--- config.mk ---
export PLATFORM = sky130hd
export DESIGN_NAME = reg_init_seq
export DESIGN_NICKNAME = d
export VERILOG_FILES = /design/src/rtl/reg_init_seq_pkg.sv /design/src/rtl/reg_init_seq_dpath.sv /design/src/rtl/reg_init_seq_ctrl.sv /design/src/rtl/reg_init_seq.sv
export SDC_FILE = /design/constraint.sdc
export NUM_CORES = 1
export LEC_CHECK = 0
export ABC_AREA = 1
export BUFFER_PORTS_ARGS = -buffer_cell sky130_fd_sc_hd__buf_4
export CELL_PAD_IN_SITES_DETAIL_PLACEMENT = 1
export CELL_PAD_IN_SITES_GLOBAL_PLACEMENT = 1
export CORE_UTILIZATION = 45
export CTS_BUF_LIST = sky130_fd_sc_hd__clkbuf_16
export CTS_CLUSTER_DIAMETER = 50
export CTS_CLUSTER_SIZE = 20
export DETAILED_ROUTE_END_ITERATION = 10
export PLACE_DENSITY_LB_ADDON = 0.1
export SETUP_SLACK_MARGIN = 0.15
export SYNTH_ARGS = -nofsm -noshare
export SYNTH_HDL_FRONTEND = slang
export SYNTH_SLANG_ARGS = --single-unit
--- constraint.sdc ---
create_clock -name clk -period 3.4 [get_ports clk]
set_clock_uncertainty 0.15 [all_clocks]
set_input_delay 0.51 -clock clk [delete_from_list [all_inputs] [get_ports clk]]
set_output_delay 0.51 -clock clk [all_outputs]
set_load 0.1 [all_outputs]
--- src/rtl/reg_init_seq_pkg.sv ---
package reg_init_seq_pkg;

  localparam logic [2:0] OP_WR_IDX  = 3'b000;
  localparam logic [2:0] OP_WR_DIR  = 3'b001;
  localparam logic [2:0] OP_RMW_IDX = 3'b010;
  localparam logic [2:0] OP_RMW_DIR = 3'b011;
  localparam logic [2:0] OP_DELAY   = 3'b100;
  localparam logic [2:0] OP_SPECIAL = 3'b101;

  localparam logic [7:0] SUB_MC_IDLE  = 8'h03;
  localparam logic [7:0] SUB_MEM_PWUP = 8'h08;

  typedef enum logic [1:0] {
    ASEL_HDR, ASEL_IDXREG, ASEL_DATAREG, ASEL_POLL
  } addrSel_e;

  typedef enum logic [1:0] {
    WSEL_INDEX, WSEL_OPA, WSEL_RMW
  } wdSel_e;

  typedef struct packed {
    logic     loadPtr;
    logic     incPtr;
    logic     ldHdrLo;
    logic     ldHdrHi;
    logic     ldOp;
    logic     clrByte;
    logic     ldCount;
    logic     tick;
    logic     decCount;
    logic     ldRd;
    logic     busWr;
    logic     busRd;
    addrSel_e aSel;
    wdSel_e   wSel;
  } strobe_t;

endpackage

--- src/rtl/reg_init_seq_dpath.sv ---
module reg_init_seq_dpath
  import reg_init_seq_pkg::*;
#(
  parameter int ADDR_W = 16,
  parameter int IDX_W = 13,
  parameter int DATA_W = 32,
  parameter int CYC_PER_US = 100,
  parameter int CHANNELS = 2,
  parameter int BUSY_BIT = 16,
  parameter logic [IDX_W-1:0] IDX_REG_ADDR = 13'h0000,
  parameter logic [IDX_W-1:0] DATA_REG_ADDR = 13'h0004,
  parameter logic [IDX_W-1:0] CLKPM_ADDR = 13'h0012,
  parameter logic [IDX_W-1:0] MEM_STAT_ADDR = 13'h0150
) (
  input  logic              clk,
  input  logic              rstN,
  input  strobe_t           st,
  input  logic [ADDR_W-1:0] tableAddr,
  input  logic [7:0]        romData,
  input  logic [DATA_W-1:0] regRdata,
  output logic [ADDR_W-1:0] romAddr,
  output logic [IDX_W-1:0]  regAddr,
  output logic [DATA_W-1:0] regWdata,
  output logic              regWrite,
  output logic              regRead,
  output logic [15:0]       hdr,
  output logic [2:0]        byteIdx,
  output logic              countZero,
  output logic              remLast,
  output logic              delayLast,
  output logic              pollOk
);

  localparam int PRE_W = (CYC_PER_US > 1) ? $clog2(CYC_PER_US) : 1;
  localparam logic [PRE_W-1:0] PRE_MAX = PRE_W'(CYC_PER_US - 1);
  localparam int OPND_W = 2 * DATA_W;

  logic [ADDR_W-1:0] ptr;
  logic [OPND_W-1:0] opnd;
  logic [DATA_W-1:0] rdHold;
  logic [15:0]       rem;
  logic [PRE_W-1:0]  pre;
  logic              memReady;
  logic [DATA_W-1:0] opA, opB;

  assign opA = opnd[DATA_W-1:0];
  assign opB = opnd[OPND_W-1:DATA_W];
  assign romAddr = ptr;

  always_ff @(posedge clk or negedge rstN) begin
    if (!rstN) begin
      ptr     <= '0;
      hdr     <= '0;
      opnd    <= '0;
      byteIdx <= '0;
      rdHold  <= '0;
    end else begin
      if (st.loadPtr)     ptr <= tableAddr;
      else if (st.incPtr) ptr <= ptr + 1'b1;
      if (st.ldHdrLo) hdr[7:0]  <= romData;
      if (st.ldHdrHi) hdr[15:8] <= romData;
      if (st.clrByte) byteIdx <= '0;
      else if (st.ldOp) begin
        opnd[{byteIdx, 3'b000} +: 8] <= romData;
        byteIdx <= byteIdx + 1'b1;
      end
      if (st.ldRd) rdHold <= regRdata;
    end
  end

  // shared counter: microsecond delay or remaining poll attempts
  always_ff @(posedge clk or negedge rstN) begin
    if (!rstN) begin
      rem <= '0;
      pre <= '0;
    end else if (st.ldCount) begin
      rem <= opnd[15:0];
      pre <= PRE_MAX;
    end else if (st.tick) begin
      if (pre == '0) begin
        pre <= PRE_MAX;
        rem <= rem - 1'b1;
      end else begin
        pre <= pre - 1'b1;
      end
    end else if (st.decCount) begin
      rem <= rem - 1'b1;
    end
  end

  assign countZero = (opnd[15:0] == 16'd0);
  assign remLast   = (rem == 16'd1);
  assign delayLast = (rem == 16'd1) && (pre == '0);

  generate
    if (CHANNELS == 4) begin : g_four
      assign memReady = &regRdata[3:0];
    end else begin : g_two
      assign memReady = &regRdata[1:0];
    end
  endgenerate

  assign pollOk = (hdr[7:0] == SUB_MC_IDLE) ? !regRdata[BUSY_BIT] : memReady;

  always_comb begin
    case (st.aSel)
      ASEL_IDXREG:  regAddr = IDX_REG_ADDR;
      ASEL_DATAREG: regAddr = DATA_REG_ADDR;
      ASEL_POLL:    regAddr = (hdr[7:0] == SUB_MC_IDLE) ? CLKPM_ADDR : MEM_STAT_ADDR;
      default:      regAddr = hdr[IDX_W-1:0];
    endcase
    case (st.wSel)
      WSEL_INDEX: regWdata = DATA_W'(hdr[IDX_W-1:0]);
      WSEL_RMW:   regWdata = (rdHold & opA) | opB;
      default:    regWdata = opA;
    endcase
  end

  assign regWrite = st.busWr;
  assign regRead  = st.busRd;

  // between prescaler wraps the remaining microsecond count holds
  assert_delay_hold_R7: assert property (@(posedge clk) disable iff (!rstN)
    (st.tick && !st.ldCount && pre != '0) |=> (rem == $past(rem)));

  // a poll attempt is never spent when none remain
  assert_poll_budget_R8: assert property (@(posedge clk) disable iff (!rstN)
    st.decCount |-> (rem != 16'd0));

endmodule

--- src/rtl/reg_init_seq_ctrl.sv ---
module reg_init_seq_ctrl
  import reg_init_seq_pkg::*;
#(
  parameter int ADDR_W = 16
) (
  input  logic              clk,
  input  logic              rstN,
  input  logic              start,
  input  logic [ADDR_W-1:0] tableAddr,
  input  logic [15:0]       hdr,
  input  logic [2:0]        byteIdx,
  input  logic              countZero,
  input  logic              remLast,
  input  logic              delayLast,
  input  logic              pollOk,
  output strobe_t           st,
  output logic              busy,
  output logic              done,
  output logic              timeout,
  output logic              error
);

  typedef enum logic [3:0] {
    S_IDLE, S_HDR0, S_HDR1, S_DECODE, S_OPND, S_DISPATCH,
    S_WIDX, S_WDAT, S_RDV, S_WBK, S_DELAY, S_POLL, S_FIN
  } state_e;

  state_e state, nextState;
  logic setTo, setErr;
  logic [2:0] opc;
  logic [2:0] lastByte;
  logic accept;

  assign opc    = hdr[15:13];
  assign accept = (state == S_IDLE) && start;

  always_comb begin
    case (opc)
      OP_WR_IDX, OP_WR_DIR:   lastByte = 3'd3;
      OP_RMW_IDX, OP_RMW_DIR: lastByte = 3'd7;
      default:                lastByte = 3'd1;
    endcase
  end

  always_comb begin
    st        = '0;
    nextState = state;
    setTo     = 1'b0;
    setErr    = 1'b0;
    case (state)
      S_IDLE: begin
        if (start) begin
          if (tableAddr == '0) nextState = S_FIN;
          else begin
            st.loadPtr = 1'b1;
            nextState  = S_HDR0;
          end
        end
      end
      S_HDR0: begin
        st.ldHdrLo = 1'b1;
        st.incPtr  = 1'b1;
        nextState  = S_HDR1;
      end
      S_HDR1: begin
        st.ldHdrHi = 1'b1;
        st.incPtr  = 1'b1;
        st.clrByte = 1'b1;
        nextState  = S_DECODE;
      end
      S_DECODE: begin
        if (hdr == 16'd0) nextState = S_FIN;
        else if (opc[2:1] == 2'b11) begin
          setErr    = 1'b1;
          nextState = S_FIN;
        end else nextState = S_OPND;
      end
      S_OPND: begin
        st.ldOp   = 1'b1;
        st.incPtr = 1'b1;
        if (byteIdx == lastByte) nextState = S_DISPATCH;
      end
      S_DISPATCH: begin
        st.ldCount = 1'b1;
        case (opc)
          OP_WR_IDX, OP_RMW_IDX: nextState = S_WIDX;
          OP_WR_DIR:             nextState = S_WDAT;
          OP_RMW_DIR:            nextState = S_RDV;
          OP_DELAY:              nextState = countZero ? S_HDR0 : S_DELAY;
          default: begin
            if (hdr[7:0] == SUB_MC_IDLE || hdr[7:0] == SUB_MEM_PWUP) begin
              if (countZero) begin
                setTo     = 1'b1;
                nextState = S_HDR0;
              end else nextState = S_POLL;
            end else nextState = S_HDR0;
          end
        endcase
      end
      S_WIDX: begin
        st.busWr  = 1'b1;
        st.aSel   = ASEL_IDXREG;
        st.wSel   = WSEL_INDEX;
        nextState = (opc == OP_WR_IDX) ? S_WDAT : S_RDV;
      end
      S_WDAT: begin
        st.busWr  = 1'b1;
        st.aSel   = (opc == OP_WR_IDX) ? ASEL_DATAREG : ASEL_HDR;
        st.wSel   = WSEL_OPA;
        nextState = S_HDR0;
      end
      S_RDV: begin
        st.busRd  = 1'b1;
        st.ldRd   = 1'b1;
        st.aSel   = (opc == OP_RMW_IDX) ? ASEL_DATAREG : ASEL_HDR;
        nextState = S_WBK;
      end
      S_WBK: begin
        st.busWr  = 1'b1;
        st.aSel   = (opc == OP_RMW_IDX) ? ASEL_DATAREG : ASEL_HDR;
        st.wSel   = WSEL_RMW;
        nextState = S_HDR0;
      end
      S_DELAY: begin
        st.tick = 1'b1;
        if (delayLast) nextState = S_HDR0;
      end
      S_POLL: begin
        st.busRd = 1'b1;
        st.aSel  = ASEL_POLL;
        if (pollOk) nextState = S_HDR0;
        else begin
          st.decCount = 1'b1;
          if (remLast) begin
            setTo     = 1'b1;
            nextState = S_HDR0;
          end
        end
      end
      S_FIN:   nextState = S_IDLE;
      default: nextState = S_IDLE;
    endcase
  end

  always_ff @(posedge clk or negedge rstN) begin
    if (!rstN) begin
      state   <= S_IDLE;
      timeout <= 1'b0;
      error   <= 1'b0;
    end else begin
      state <= nextState;
      if (accept) begin
        timeout <= 1'b0;
        error   <= 1'b0;
      end else begin
        if (setTo)  timeout <= 1'b1;
        if (setErr) error   <= 1'b1;
      end
    end
  end

  assign busy = (state != S_IDLE) && (state != S_FIN);
  assign done = (state == S_FIN);

  assert_done_pulse_R13: assert property (@(posedge clk) disable iff (!rstN)
    done |=> !done);

  assert_zero_table_R1: assert property (@(posedge clk) disable iff (!rstN)
    (accept && tableAddr == '0) |=> done);

  assert_terminator_R2: assert property (@(posedge clk) disable iff (!rstN)
    (state == S_DECODE && hdr == 16'd0) |=> done);

  assert_error_sticky_R11: assert property (@(posedge clk) disable iff (!rstN)
    (error && !accept) |=> error);

  assert_timeout_sticky_R10: assert property (@(posedge clk) disable iff (!rstN)
    (timeout && !accept) |=> timeout);

endmodule

--- src/rtl/reg_init_seq.sv ---
module reg_init_seq
  import reg_init_seq_pkg::*;
#(
  parameter int ADDR_W = 16,
  parameter int IDX_W = 13,
  parameter int DATA_W = 32,
  parameter int CYC_PER_US = 100,
  parameter int CHANNELS = 2,
  parameter int BUSY_BIT = 16,
  parameter logic [IDX_W-1:0] IDX_REG_ADDR = 13'h0000,
  parameter logic [IDX_W-1:0] DATA_REG_ADDR = 13'h0004,
  parameter logic [IDX_W-1:0] CLKPM_ADDR = 13'h0012,
  parameter logic [IDX_W-1:0] MEM_STAT_ADDR = 13'h0150
) (
  input  logic              clk,
  input  logic              rstN,
  input  logic              start,
  input  logic [ADDR_W-1:0] tableAddr,
  output logic              busy,
  output logic              done,
  output logic              timeout,
  output logic              error,
  output logic [ADDR_W-1:0] romAddr,
  input  logic [7:0]        romData,
  output logic [IDX_W-1:0]  regAddr,
  output logic              regWrite,
  output logic              regRead,
  output logic [DATA_W-1:0] regWdata,
  input  logic [DATA_W-1:0] regRdata
);

  strobe_t    st;
  logic [15:0] hdr;
  logic [2:0]  byteIdx;
  logic        countZero, remLast, delayLast, pollOk;

  reg_init_seq_ctrl #(.ADDR_W(ADDR_W)) u_ctrl (
    .clk(clk), .rstN(rstN), .start(start), .tableAddr(tableAddr),
    .hdr(hdr), .byteIdx(byteIdx), .countZero(countZero), .remLast(remLast),
    .delayLast(delayLast), .pollOk(pollOk), .st(st), .busy(busy),
    .done(done), .timeout(timeout), .error(error)
  );

  reg_init_seq_dpath #(
    .ADDR_W(ADDR_W), .IDX_W(IDX_W), .DATA_W(DATA_W), .CYC_PER_US(CYC_PER_US),
    .CHANNELS(CHANNELS), .BUSY_BIT(BUSY_BIT), .IDX_REG_ADDR(IDX_REG_ADDR),
    .DATA_REG_ADDR(DATA_REG_ADDR), .CLKPM_ADDR(CLKPM_ADDR),
    .MEM_STAT_ADDR(MEM_STAT_ADDR)
  ) u_dpath (
    .clk(clk), .rstN(rstN), .st(st), .tableAddr(tableAddr), .romData(romData),
    .regRdata(regRdata), .romAddr(romAddr), .regAddr(regAddr),
    .regWdata(regWdata), .regWrite(regWrite), .regRead(regRead), .hdr(hdr),
    .byteIdx(byteIdx), .countZero(countZero), .remLast(remLast),
    .delayLast(delayLast), .pollOk(pollOk)
  );

  assert_rw_excl_R13: assert property (@(posedge clk) disable iff (!rstN)
    !(regWrite && regRead));

  assert_idle_quiet_R13: assert property (@(posedge clk) disable iff (!rstN)
    !busy |-> !(regWrite || regRead));

endmodule

* Word level (Yosys, flattened, before mapping)
Index checks and enable logic that the tools add are counted.
Cells by class: reductions and logical operators 32, shifts and indexed selects 2, eq/ne operators 31, muxes and demuxes 62, bitwise operators 3, add/sub/neg operators 5
Operators by type and width (count):
- two-way mux 16 bit | 6
- bitwise mux 64 bit | 1
- one-hot mux 32 bit (2 select lines) | 1
- variable shift 8 x 8 -> 64 bit, first input constant | 1
- indexed part select 8 x 8 -> 64 bit | 1
- zero test 16 bit | 3
- two-way mux 4 bit | 12
- one-hot mux 4 bit (11 select lines) | 1
- one-hot mux 13 bit (3 select lines) | 1
- bitwise AND 32 bit | 1
- bitwise OR 32 bit | 1
- two-way mux 1 bit | 27
- two-way mux 7 bit | 3
- == test 4 bit, second input constant | 5
- adder 16 x 1 -> 16 bit, second input constant | 1
- == test 16 x 1 -> 1 bit, second input constant | 1
- == test 4 x 3 -> 1 bit, second input constant | 4
- one-hot mux 4 bit (4 select lines) | 1
- subtractor 16 x 1 -> 16 bit, second input constant | 1
- OR reduction 2 bit | 6
- nonzero test 2 bit | 5
- two-way mux 9 bit | 1
- == test 2 bit, second input constant | 4
- == test 4 x 2 -> 1 bit, second input constant | 2
- other kinds (36) | 45
Storage, ports and cells: logic and storage cells 146, flip-flop bits (word level) 160, bits of input ports 59, output and inout port bits 67

* Longest topological paths before layout
Gate-level depths: netlist of the first run.
depth after elaboration 7, gate-level depth with buffers 12, mapped depth without buffers 11

* By module
From an unflattened synthesis of the first run, not the netlist that was laid out.
Second synthesis, totals: cell total of the unflattened synthesis 1126, area total of the unflattened synthesis 8747.1 um^2
By module, submodules not included:
- reg_init_seq_dpath | instances 1, seq. area each 3853.7 um^2, cells each 965, area an instance 7916.3 um^2
- reg_init_seq_ctrl | instances 1, seq. area each 150.1 um^2, cells each 161, area an instance 830.8 um^2

* Worst setup path before layout of the first run
Ideal clock, no wire load.
path kind reg-to-output, start point reg u_ctrl.state[1], end point out busy, required time 2.740 ns, buffers on the path 0, arrival time 4.036 ns, cell stages (with the launch flop) 5, setup slack -1.296 ns, cell sequence dfrtp_1 nor2_2 inv_2 nor3_1 nor2_1
Between the ends: cells in the longest elaborated chain, start to end 2, elaborated cells between the ends (all ways) 3, classes of those cells eq/ne: 1; reduce/logical: 2
RTL lines:
- start: declaration | line reg_init_seq_ctrl.sv:28 | state_e state, nextState;
- start signal: assignment | line reg_init_seq_ctrl.sv:151 | state <= nextState;
- inequality test 4 bit / nonzero test 4 bit (equally long branches) | line reg_init_seq_ctrl.sv:162 | assign busy = (state != S_IDLE) && (state != S_FIN);
- logical AND 1 bit * | line reg_init_seq_ctrl.sv:162
- end: declaration | line reg_init_seq.sv:19 | output logic busy,
Every way passes the cells marked *; elsewhere a longest branch is shown, timed or not.

* Worst setup path in the final report of the first run
start point reg u_ctrl.state[3], end point out regAddr[4]
Between the ends: cells in the longest elaborated chain, start to end 5, elaborated cells between the ends (all ways) 11, classes of those cells eq/ne: 8; mux: 2; reduce/logical: 1
RTL lines:
- == test 4 bit | line reg_init_seq_ctrl.sv:50 | case (state)
- OR reduction 2 bit (no line)
- one-hot mux 2 bit (4 select lines) * | line reg_init_seq_ctrl.sv:50
- == test 2 bit / == test 2 x 1 -> 1 bit (equally long branches) | line reg_init_seq_dpath.sv:106 | case (st.aSel)
- one-hot mux 13 bit (3 select lines) * | line reg_init_seq_dpath.sv:106
- end: declaration | line reg_init_seq.sv:25 | output logic [IDX_W-1:0] regAddr,
Marks and branches as above.

==> results.toml, run 1 <==
[outcome]
status = "finished with violations"
violations = "negative hold slack"

[final_layout]
fin_area_um2 = 10490
multiInputGateArea_um2 = 4023
diodes = 0
drive_above_1_share_pct = 20.47
final_cells = 1460
area_growth_pct = 21.25
register_area_um2 = 4004
final_nets = 1280
fillers = 2291

[yosys]
synth_top_area_share_pct = 46.29
syn-cell-area_um2 = 8650
synthTopCellsByCount = "nand2_1, dfrtp_1, inv_1"
syn_inst = 1090
yosysMostFrequentCell = "nand2_1"
synth-seq-area-share_pct = 46.29
synth.net_count = 1157
ys_ff_latch = 160
async_reset_ff_share_pct = 100.0
synth_ff_type = "dfrtp_1"
yosysWarnings = 0
synth.distinct_cells = 41
synth_edf_count = 0
yosysTopAreaCell = "dfrtp_1"
syn_avg_cell_area_um2 = 7.935
netlist_top_cells_area = "dfrtp_1, nand2_1, inv_1"

[placed_design]
placed_cell_area_um2 = 9819
dp_cells = 1426
dp_hpwl_um = 20860
globalplace.congestion = 0.8977
io_buffers = 125

[power_and_ir_drop]
p_per_area_nw_per_um2 = 1131
p_leak_uw = 0.005186
vdd_drop_max_mv = 0.7936
power.total_uw = 11870

[grt]
grt_pass1_vias = 8476
antenna_found_initial = 0
grt_pass1_wl_um = 45860
grt.overflow.total = 0
track_usage_pct = 30.33
grt_max_degree = 82

[critical_path]
critPathMaxStageDelay_ns = 0.39
required_ns = 2.74
crit_type = "reg2out"
arrival_ns = 2.45
worstSetupStartpointType = "flop"
cp-end-kind = "primary output"
cp.buffers_inverters = 4
path_delay_family = "buffers and inverters"
cp_slowest_cell = "dfrtp_1"
critPathMaxFanout = 9
path_cells = "inv_1 -> nor2_4 -> inv_2 -> nor2_4 -> inv_1 -> o21ai_1 -> a21oi_2 -> nand2_2 -> o21ai_1 -> buf_6"

[floorplan]
die_w_um = 140.6
die_y_um = 140.6
die-area_um2 = 19780
fp.coreArea_um2 = 18770
num_rows = 50
start_util_pct = 46.09
ioPinCount = 126

[detailed_routing]
drt-total-wl_um = 28440
wire_per_inst_um = 19.48
drtIter0Drc = 432
dr.pass1.iters = 5
drc_errors = 0
via_per_inst = 5.532
antenna_left = 0
dr_total_vias = 8077

[timing]
min_period_ns = 3.111
report.final.slew_viol_count = 0
setup_viol_count_final = 0
fin_crit_sh_pct = 91.50
hold_ws_ns = -0.03905
worst_pin_slew_ns = 0.7966
slew_headroom_pct = 46.90
rsz0062_at_grt = "no"
timing.fmax_mhz = 321.4
setup-tns-final_ns = 0
final-hold-violation-count = 19

[min_path]
hold_class = "in2async"

[clocking]
cts-hold-fix-buffers = 0
clock_latency_ns = 0.43
clk_path_buf_depth = 2
h-tree-depth = 4
cts_tree = "yes"
clkSinkCount = 160
cts-root-buf = "clkbuf_16"
clk_pin_slew_ns = 0.07
cts-buffers-inserted = 17

[run]
drv_cap = 0
-- per-stage QoR --
| step | worst slack [ns] | util, % |
|---|---|---|
| 2_1_floorplan | -0.4425 | - |
| 3_3_place_gp | 0.6968 | 52.32 |
| 3_5_place_dp | 0.5819 | 52.32 |
| 4_1_cts | 0.1758 | 55.64 |
| 5_1_grt | 0.1637 | 55.88 |
| 6_report | 0.2889 | 55.88 |
-- sequential cells by signal, indices dropped and copies added, names as in the netlist --
signal,flops
u_ctrl.timeout,1
u_dpath.rdHold,32
u_dpath.pre,7
u_dpath.rem,16
u_dpath.byteIdx,3
u_ctrl.state,4
u_ctrl.error,1
u_dpath.opnd,64
u_dpath.hdr,16
u_dpath.romAddr,16
-- placed cells by master, fill, tap and decap left out, drive strengths merged, types with 4 or more instances in the layout --
cell    instances
o22ai          19
dfrtp         160
xor2           13
clkbuf         17
nand3          66
buf           136
nor2          123
inv           134
o21ai         108
clkinv          5
nand2         294
a21oi          47
nand4          12
xnor2           4
nor3           12
o221ai         11
ha              8
mux2           31
o211ai          9
-- cell type report --
cell class	instances	share of cell area (%)
Sequential cell	160	38.18
Clock inverter	15	1.885
Tap cell	234	2.792
Timing Repair Buffer	136	10.12
Clock buffer	17	4.056
Multi-Input combinational cell	770	38.36
Inverter	128	4.617
-- worst paths after layout --
| check | from | endpoint | slack, ns | depth (start not counted) |
|---|---|---|---|---|
| worst max-delay path | u_ctrl.state[3]$_DFFE_PN0P_ | regAddr[4] | 0.29 | 10 |
| worst min-delay path | rstN | u_dpath.romAddr[9]$_DFFE_PN0P_ | -0.04 | 1 |
| worst max register to register | u_dpath.byteIdx[0]$_DFFE_PN0N_ | u_dpath.opnd[21]$_DFFE_PN0P_ | 0.56 | 10 |
| worst min register to register | u_dpath.opnd[32]$_DFFE_PN0P_ | u_dpath.opnd[32]$_DFFE_PN0P_ | 0.34 | 2 |
| max in group asynchronous | rstN | u_ctrl.state[0]$_DFFE_PN0P_ | 2.36 | 2 |
| min in group clk | regRdata[30] | u_dpath.rdHold[30]$_DFFE_PN0P_ | 0.15 | 2 |
-- power breakdown --
| group | switching, uW | total, uW | internal [uW] |
|---|---|---|---|
| clock | 892 | 2070 | 1180 |
| sequential | 762 | 3440 | 2680 |
| combinational | 4760 | 6350 | 1590 |
| total | 6410 | 11900 | 5450 |
-- metal layers --
layer  global-route usage, %  share of wire, %  wire (um)  vias to the layer above
met5                       0                 0          0                        -
met4                   11.67               3.0        861                        0
met3                   5.129               4.3       1217                       50
met2                   50.35                49      13860                      195
met1                   39.73                44      12500                     4019
li1                        -                 -          -                     3813
-- cell families (layout without fill, tap and decap cells) --
group / Yosys count / count (layout) / synth area share [%]
AND/OR/NAND/NOR: 511 / 511 / 25.79
AO/OA/AOI/OAI: 203 / 203 / 13.18
flip-flops: 160 / 160 / 46.29
buffers and inverters: 160 / 296 / 7.826
multiplexers: 31 / 31 / 4.036
XOR/XNOR: 17 / 17 / 1.721
adder cells (fa/ha/maj): 8 / 8 / 1.157
-- what timing repair did --
item / in CTS / in global routing
endpoints found under the setup margin: 0 / 26
buffers inserted: 0 / 2
resized for setup: 0 / 5
Power figures use the tool's default switching activity.
==> run 2, diff against run 1 <==
- PLACE_DENSITY: not set -> 0.85
- PLACE_DENSITY_LB_ADDON: 0.1 -> not set
==> run 2 against run 1 <==
Against the previous run:
- the run now ends clean
- highest routed layer unchanged
- combinational power barely moved
- critical endpoint is now regWdata[0]
- register-to-register slack worse by 0.02 ns
- clock-buffer cell count unchanged
- maximum frequency down 2.3%
- worst hold slack improved by 0.18 ns
- final cell count fell by 0.14%
- critical path type unchanged
- sequential share of layout area grew 0.35 points
==> results.toml, run 2 (synthesized netlist as in run 1, its figures left out) <==
[outcome]
status = "finished clean"

[timing]
setup_viol_count_final = 0
rsz0062_at_grt = "no"
min_period_ns = 3.183
report.final.slew_viol_count = 0
timing.fmax_mhz = 314.2
slew_headroom_pct = 55.66
worst_pin_slew_ns = 0.6651
final-hold-violation-count = 0
fin_crit_sh_pct = 93.62
setup-tns-final_ns = 0

[final_layout]
diodes = 0
layout_common_cells = "nand2_1, dfrtp_1, buf_4"
drive_above_1_share_pct = 20.18
max_flop_register = "u_dpath.opnd"
top_regs = "u_dpath.opnd x64, u_dpath.rdHold x32"
postLayoutCoreUtil_pct = 55.37
largest_reg_flops = 64
final_common_cell = "nand2_1"
fillers = 2364
final_nets = 1280
final_cells = 1458
area_growth_pct = 20.14

[grt]
track_usage_pct = 30.54
grt_pass1_vias = 8495
antenna_found_initial = 0
grt_max_degree = 65
grt_pass1_wl_um = 46180
grt.overflow.total = 0

[floorplan]
die-area_um2 = 19780
start_util_pct = 46.09
die_y_um = 140.6
ioPinCount = 126
die_w_um = 140.6
num_rows = 50
fp.coreArea_um2 = 18770

[critical_path]
arrival_ns = 2.52
worstSetupStartpointType = "flop"
cp-end-kind = "primary output"
critPathMaxFanout = 22
required_ns = 2.74
crit_type = "reg2out"

[detailed_routing]
drt-total-wl_um = 28860
dr.pass1.iters = 5
drtIter0Drc = 591
antenna_left = 0
drc_errors = 0
via_per_inst = 5.632
wire_per_inst_um = 19.80
dr_total_vias = 8211

[min_path]
hold_class = "in2reg"

[run]
drv_cap = 0

[power_and_ir_drop]
internal-power_uw = 5270
switchingPower_uw = 6444
p_sw_share_pct = 55.01
vdd_drop_max_mv = 0.7939
power_frac_comb_pct = 54.5
p_leak_uw = 0.005134
pwr-share-seq_pct = 29.4
p_clk_share_pct = 16.1
p_per_area_nw_per_um2 = 1127

[clocking]
clk_pin_slew_ns = 0.07
cts_tree = "yes"
h-tree-depth = 4
clock_latency_ns = 0.44
cts-root-buf = "clkbuf_16"
clk_path_buf_depth = 2
clkSinkCount = 160
cts-buffers-inserted = 17

[placed_design]
io_buffers = 125
dp_cells = 1427
dp_hpwl_um = 20720
globalplace.congestion = 0.9041
[run 2: cell count changes in the layout (fill, tap and decap cells not counted), moves of 2 or more]
cell / delta
clkinvlp_4: +2
buf_4: +3
buf_6: -3
bufinv_16: -2
[run 2: layout make-up]
cell class	count	area, um^2	share of cell area, %
inverter	128	480.5	4.624
multi-input combinational	770	4020	38.69
tap	234	292.8	2.818
timing repair buffer	136	1040	10.01
sequential	160	4004	38.53
clock inverter	13	128.9	1.240
clock buffer	17	425.4	4.094
[run 2: what timing repair did]
item,in CTS,in global routing
buffers inserted,0,0
hold buffers,1,0
gates resized for setup,0,0
hold endpoints to repair,60,0
[run 2: layer usage]
layer	GRT usage, %	share of wire [%]	wire [um]	up-vias
met2	51.90	50	14490	245
li1	-	-	-	3811
met1	39.24	43	12320	4097
met5	0	0	0	-
met3	4.959	4.4	1262	58
met4	11.38	2.7	784	0
[run 2: power groups by stage]
stage	Clock (uW)	Sequential, uW	Combinational (uW)
floorplan	0	3840	4280
global placement	0	3380	6150
detailed placement	0	3420	6330
CTS	1900	3420	6390
global route	1980	3510	6820
finish	1890	3440	6380
[run 2: final timing paths]
kind,from,endpoint,slack [ns],cells past startpoint
setup / recovery,u_ctrl.state[3]$_DFFE_PN0P_,regWdata[0],0.22,7
max in group asynchronous,rstN,u_dpath.rem[3]$_DFFE_PN0P_,1.82,3
hold / removal,tableAddr[10],u_dpath.romAddr[10]$_DFFE_PN0P_,0.15,3
setup reg to reg,u_dpath.byteIdx[0]$_DFFE_PN0N_,u_dpath.opnd[22]$_DFFE_PN0P_,0.54,10
min in group asynchronous,rstN,u_dpath.romAddr[12]$_DFFE_PN0P_,0.47,2
hold reg to reg,u_dpath.opnd[33]$_DFFE_PN0P_,u_dpath.opnd[33]$_DFFE_PN0P_,0.34,2
[run 2: metrics by stage]
step                      hold slack [ns]  power, uW  instance area (um^2)  setup slack [ns]
after floorplan                   0.06441       8119                  8698           -0.4425
after global placement             0.3171       9534                  9827            0.8249
after detailed placement           0.3244       9753                  9827            0.6753
after CTS                          0.1405      11710                 10390            0.2357
after global routing               0.1336      12310                 10390            0.1525
final                              0.1451      11710                 10390            0.2171
[run 2: critical path, cell delays in order, from the launching register on]
cell      delay [ns]
dfrtp_1         0.40
inv_1           0.17
nand2_2         0.16
nor2_1          0.33
inv_1           0.12
buf_4           0.27
o221ai_2        0.28
buf_4           0.34
==> run 3, diff against run 2 <==
--- a/config.mk
+++ b/config.mk
@@ -11,3 +11,3 @@
 export CELL_PAD_IN_SITES_GLOBAL_PLACEMENT = 1
-export CORE_UTILIZATION = 45
+export CORE_UTILIZATION = 46
 export CTS_BUF_LIST = sky130_fd_sc_hd__clkbuf_16
@@ -16,3 +16,3 @@
 export DETAILED_ROUTE_END_ITERATION = 10
-export PLACE_DENSITY = 0.85
+export PLACE_DENSITY = 0.87
 export SETUP_SLACK_MARGIN = 0.15
==> constraint.sdc (replaced) <==
create_clock -name clk -period 3.4 [get_ports clk]
set_clock_uncertainty 0.15 [all_clocks]
set_input_delay 0.68 -clock clk [delete_from_list [all_inputs] [get_ports clk]]
set_output_delay 0.68 -clock clk [all_outputs]
set_load 0.1 [all_outputs]
==> run 3 against run 2 <==
Against the previous run:
- sequential cell count is the same
- maximum frequency shrank 1.6%
- clock-buffer cell count is the same
- critical path depth grew 3
- routed wire length grew 6.5%
- non-clock buffer count grew 3
- largest cell class unchanged
==> results.toml, run 3 (synthesized netlist as in run 1, its figures left out) <==
[critical_path]
worstSetupStartpointType = "flop"
arrival_ns = 2.40
required_ns = 2.57
crit_type = "reg2out"
critPathMaxFanout = 6
cp-end-kind = "primary output"
rrSetupSlack_ns = 0.54

[detailed_routing]
dr_total_vias = 8389
antenna_left = 0
via_per_inst = 5.750
drt-total-wl_um = 30750
dr.pass1.iters = 7
drtIter0Drc = 637
drc_errors = 0
wire_per_inst_um = 21.08

[placed_design]
dp_hpwl_um = 21740
io_buffers = 125
dpl_worst_slack_ns = 0.4836
placed_cell_area_um2 = 9982
globalplace.congestion = 0.8833

[power_and_ir_drop]
p_leak_uw = 0.005290
switchingPower_uw = 6637
power_frac_comb_pct = 54.9
internal-power_uw = 5528
p_sw_share_pct = 54.56
pwr-share-seq_pct = 28.5
p_per_area_nw_per_um2 = 1134
p_clk_share_pct = 16.5
power.total_uw = 12160
vdd_drop_max_mv = 0.7705

[outcome]
status = "finished clean"

[final_layout]
largest_reg_flops = 64
postLayoutCoreUtil_pct = 58.92
final_nets = 1284
drive_above_1_share_pct = 23.74
layout_common_cells = "nand2_1, dfrtp_1, buf_4"
max_flop_register = "u_dpath.opnd"
top_regs = "u_dpath.opnd x64, u_dpath.rdHold x32"
area_growth_pct = 24.04
fin_area_um2 = 10730
diodes = 0
final_common_cell = "nand2_1"

[timing]
final-hold-violation-count = 0
min_period_ns = 3.234
report.final.slew_viol_count = 0
fin_crit_sh_pct = 95.13
rsz0062_at_grt = "yes"
slew_headroom_pct = 53.69
setup_viol_count_final = 0
setup-tns-final_ns = 0
worst_slack_ns = 0.1656
timing.fmax_mhz = 309.2
worst_pin_slew_ns = 0.6946

[clocking]
cts-root-buf = "clkbuf_16"
clk_pin_slew_ns = 0.07
cts-buffers-inserted = 17
h-tree-depth = 4
cts_tree = "yes"
clkSinkCount = 160
clock_latency_ns = 0.44
clk_path_buf_depth = 2

[floorplan]
ioPinCount = 126
start_util_pct = 47.50
num_rows = 49
die_w_um = 139.1
fp.coreArea_um2 = 18210
die_y_um = 139.1
die-area_um2 = 19360

[grt]
grt_pass1_vias = 8831
antenna_found_initial = 0
track_usage_pct = 32.69
grt.overflow.total = 0
grt_max_degree = 71
grt_pass1_wl_um = 48300

[run]
drv_cap = 0

[min_path]
hold_class = "in2async"
==> run 3: cell types whose count changed in the layout (fill, tap and decap cells not counted), sizes merged <==
cell / before / now
bufinv: 1 / 2
dlygate4sd3: 1 / 0
clkinvlp: 3 / 2
nand2: 294 / 295
buf: 135 / 139
clkinv: 4 / 3
inv: 133 / 136
==> run 3: worst paths after layout <==
path                                                      from                               to  cells after the start
worst max-delay path               u_ctrl.state[3]$_DFFE_PN0P_                       regAddr[4]                     10
worst min-delay path                                      rstN  u_dpath.romAddr[10]$_DFFE_PN0P_                      1
worst max register to register  u_dpath.byteIdx[0]$_DFFE_PN0N_     u_dpath.opnd[41]$_DFFE_PN0P_                      9
worst min register to register    u_dpath.opnd[34]$_DFFE_PN0P_     u_dpath.opnd[34]$_DFFE_PN0P_                      2
max in group asynchronous                                 rstN     u_dpath.opnd[58]$_DFFE_PN0P_                      2
min in group clk                                  tableAddr[7]   u_dpath.romAddr[7]$_DFFE_PN0P_                      3
==> run 3: worst max-delay path, cell delays in order (launching register included) <==
cell	delay, ns
dfrtp_1	0.40
inv_2	0.11
nor2_4	0.07
inv_2	0.13
nor2_4	0.08
inv_2	0.14
o21ai_1	0.13
a21oi_4	0.29
nand2_4	0.18
o21ai_2	0.18
buf_6	0.24
==> run 3: per-layer routing <==
metal  vias up  part of all wire [%]  track usage [%]
met2       259                    50            54.52
met5         -                     0                0
met1      4227                    42            41.52
met3        85                   4.5            5.180
li1       3818                     -                -
met4         0                   4.2            15.91
==> run 3: power by group through the flow <==
stage | registers (uW) | clock network (uW) | logic, uW
2_1_floorplan | 3840 | 0 | 4380
3_3_place_gp | 3410 | 0 | 6240
3_5_place_dp | 3440 | 0 | 6440
4_1_cts | 3440 | 2030 | 6560
5_1_grt | 3550 | 2110 | 7130
6_report | 3470 | 2010 | 6680
==> run 3: final cells by class <==
class | instances | area [um^2]
Clock buffer | 17 | 425.4
Clock inverter | 15 | 172.7
Fill cell | 2208 | 7480
Inverter | 128 | 483.0
Multi-Input combinational cell | 771 | 4210
Sequential cell | 160 | 4004
Tap cell | 229 | 286.5
Timing Repair Buffer | 139 | 1147
==> run 3: timing repair <==
action	in CTS	in global routing
cloned	0	1
buffers inserted	0	4
resized for setup	11	19
hold buffers	0	0
setup endpoints to repair	10	34
==> run 3: stage by stage <==
stage / std cells / hold slack [ns]
2_1_floorplan: 1090 / 0.2344
3_3_place_gp: 1422 / 0.3169
3_5_place_dp: 1422 / 0.3290
4_1_cts: 1454 / 0.1221
5_1_grt: 1459 / 0.1413
6_report: 1459 / 0.09418
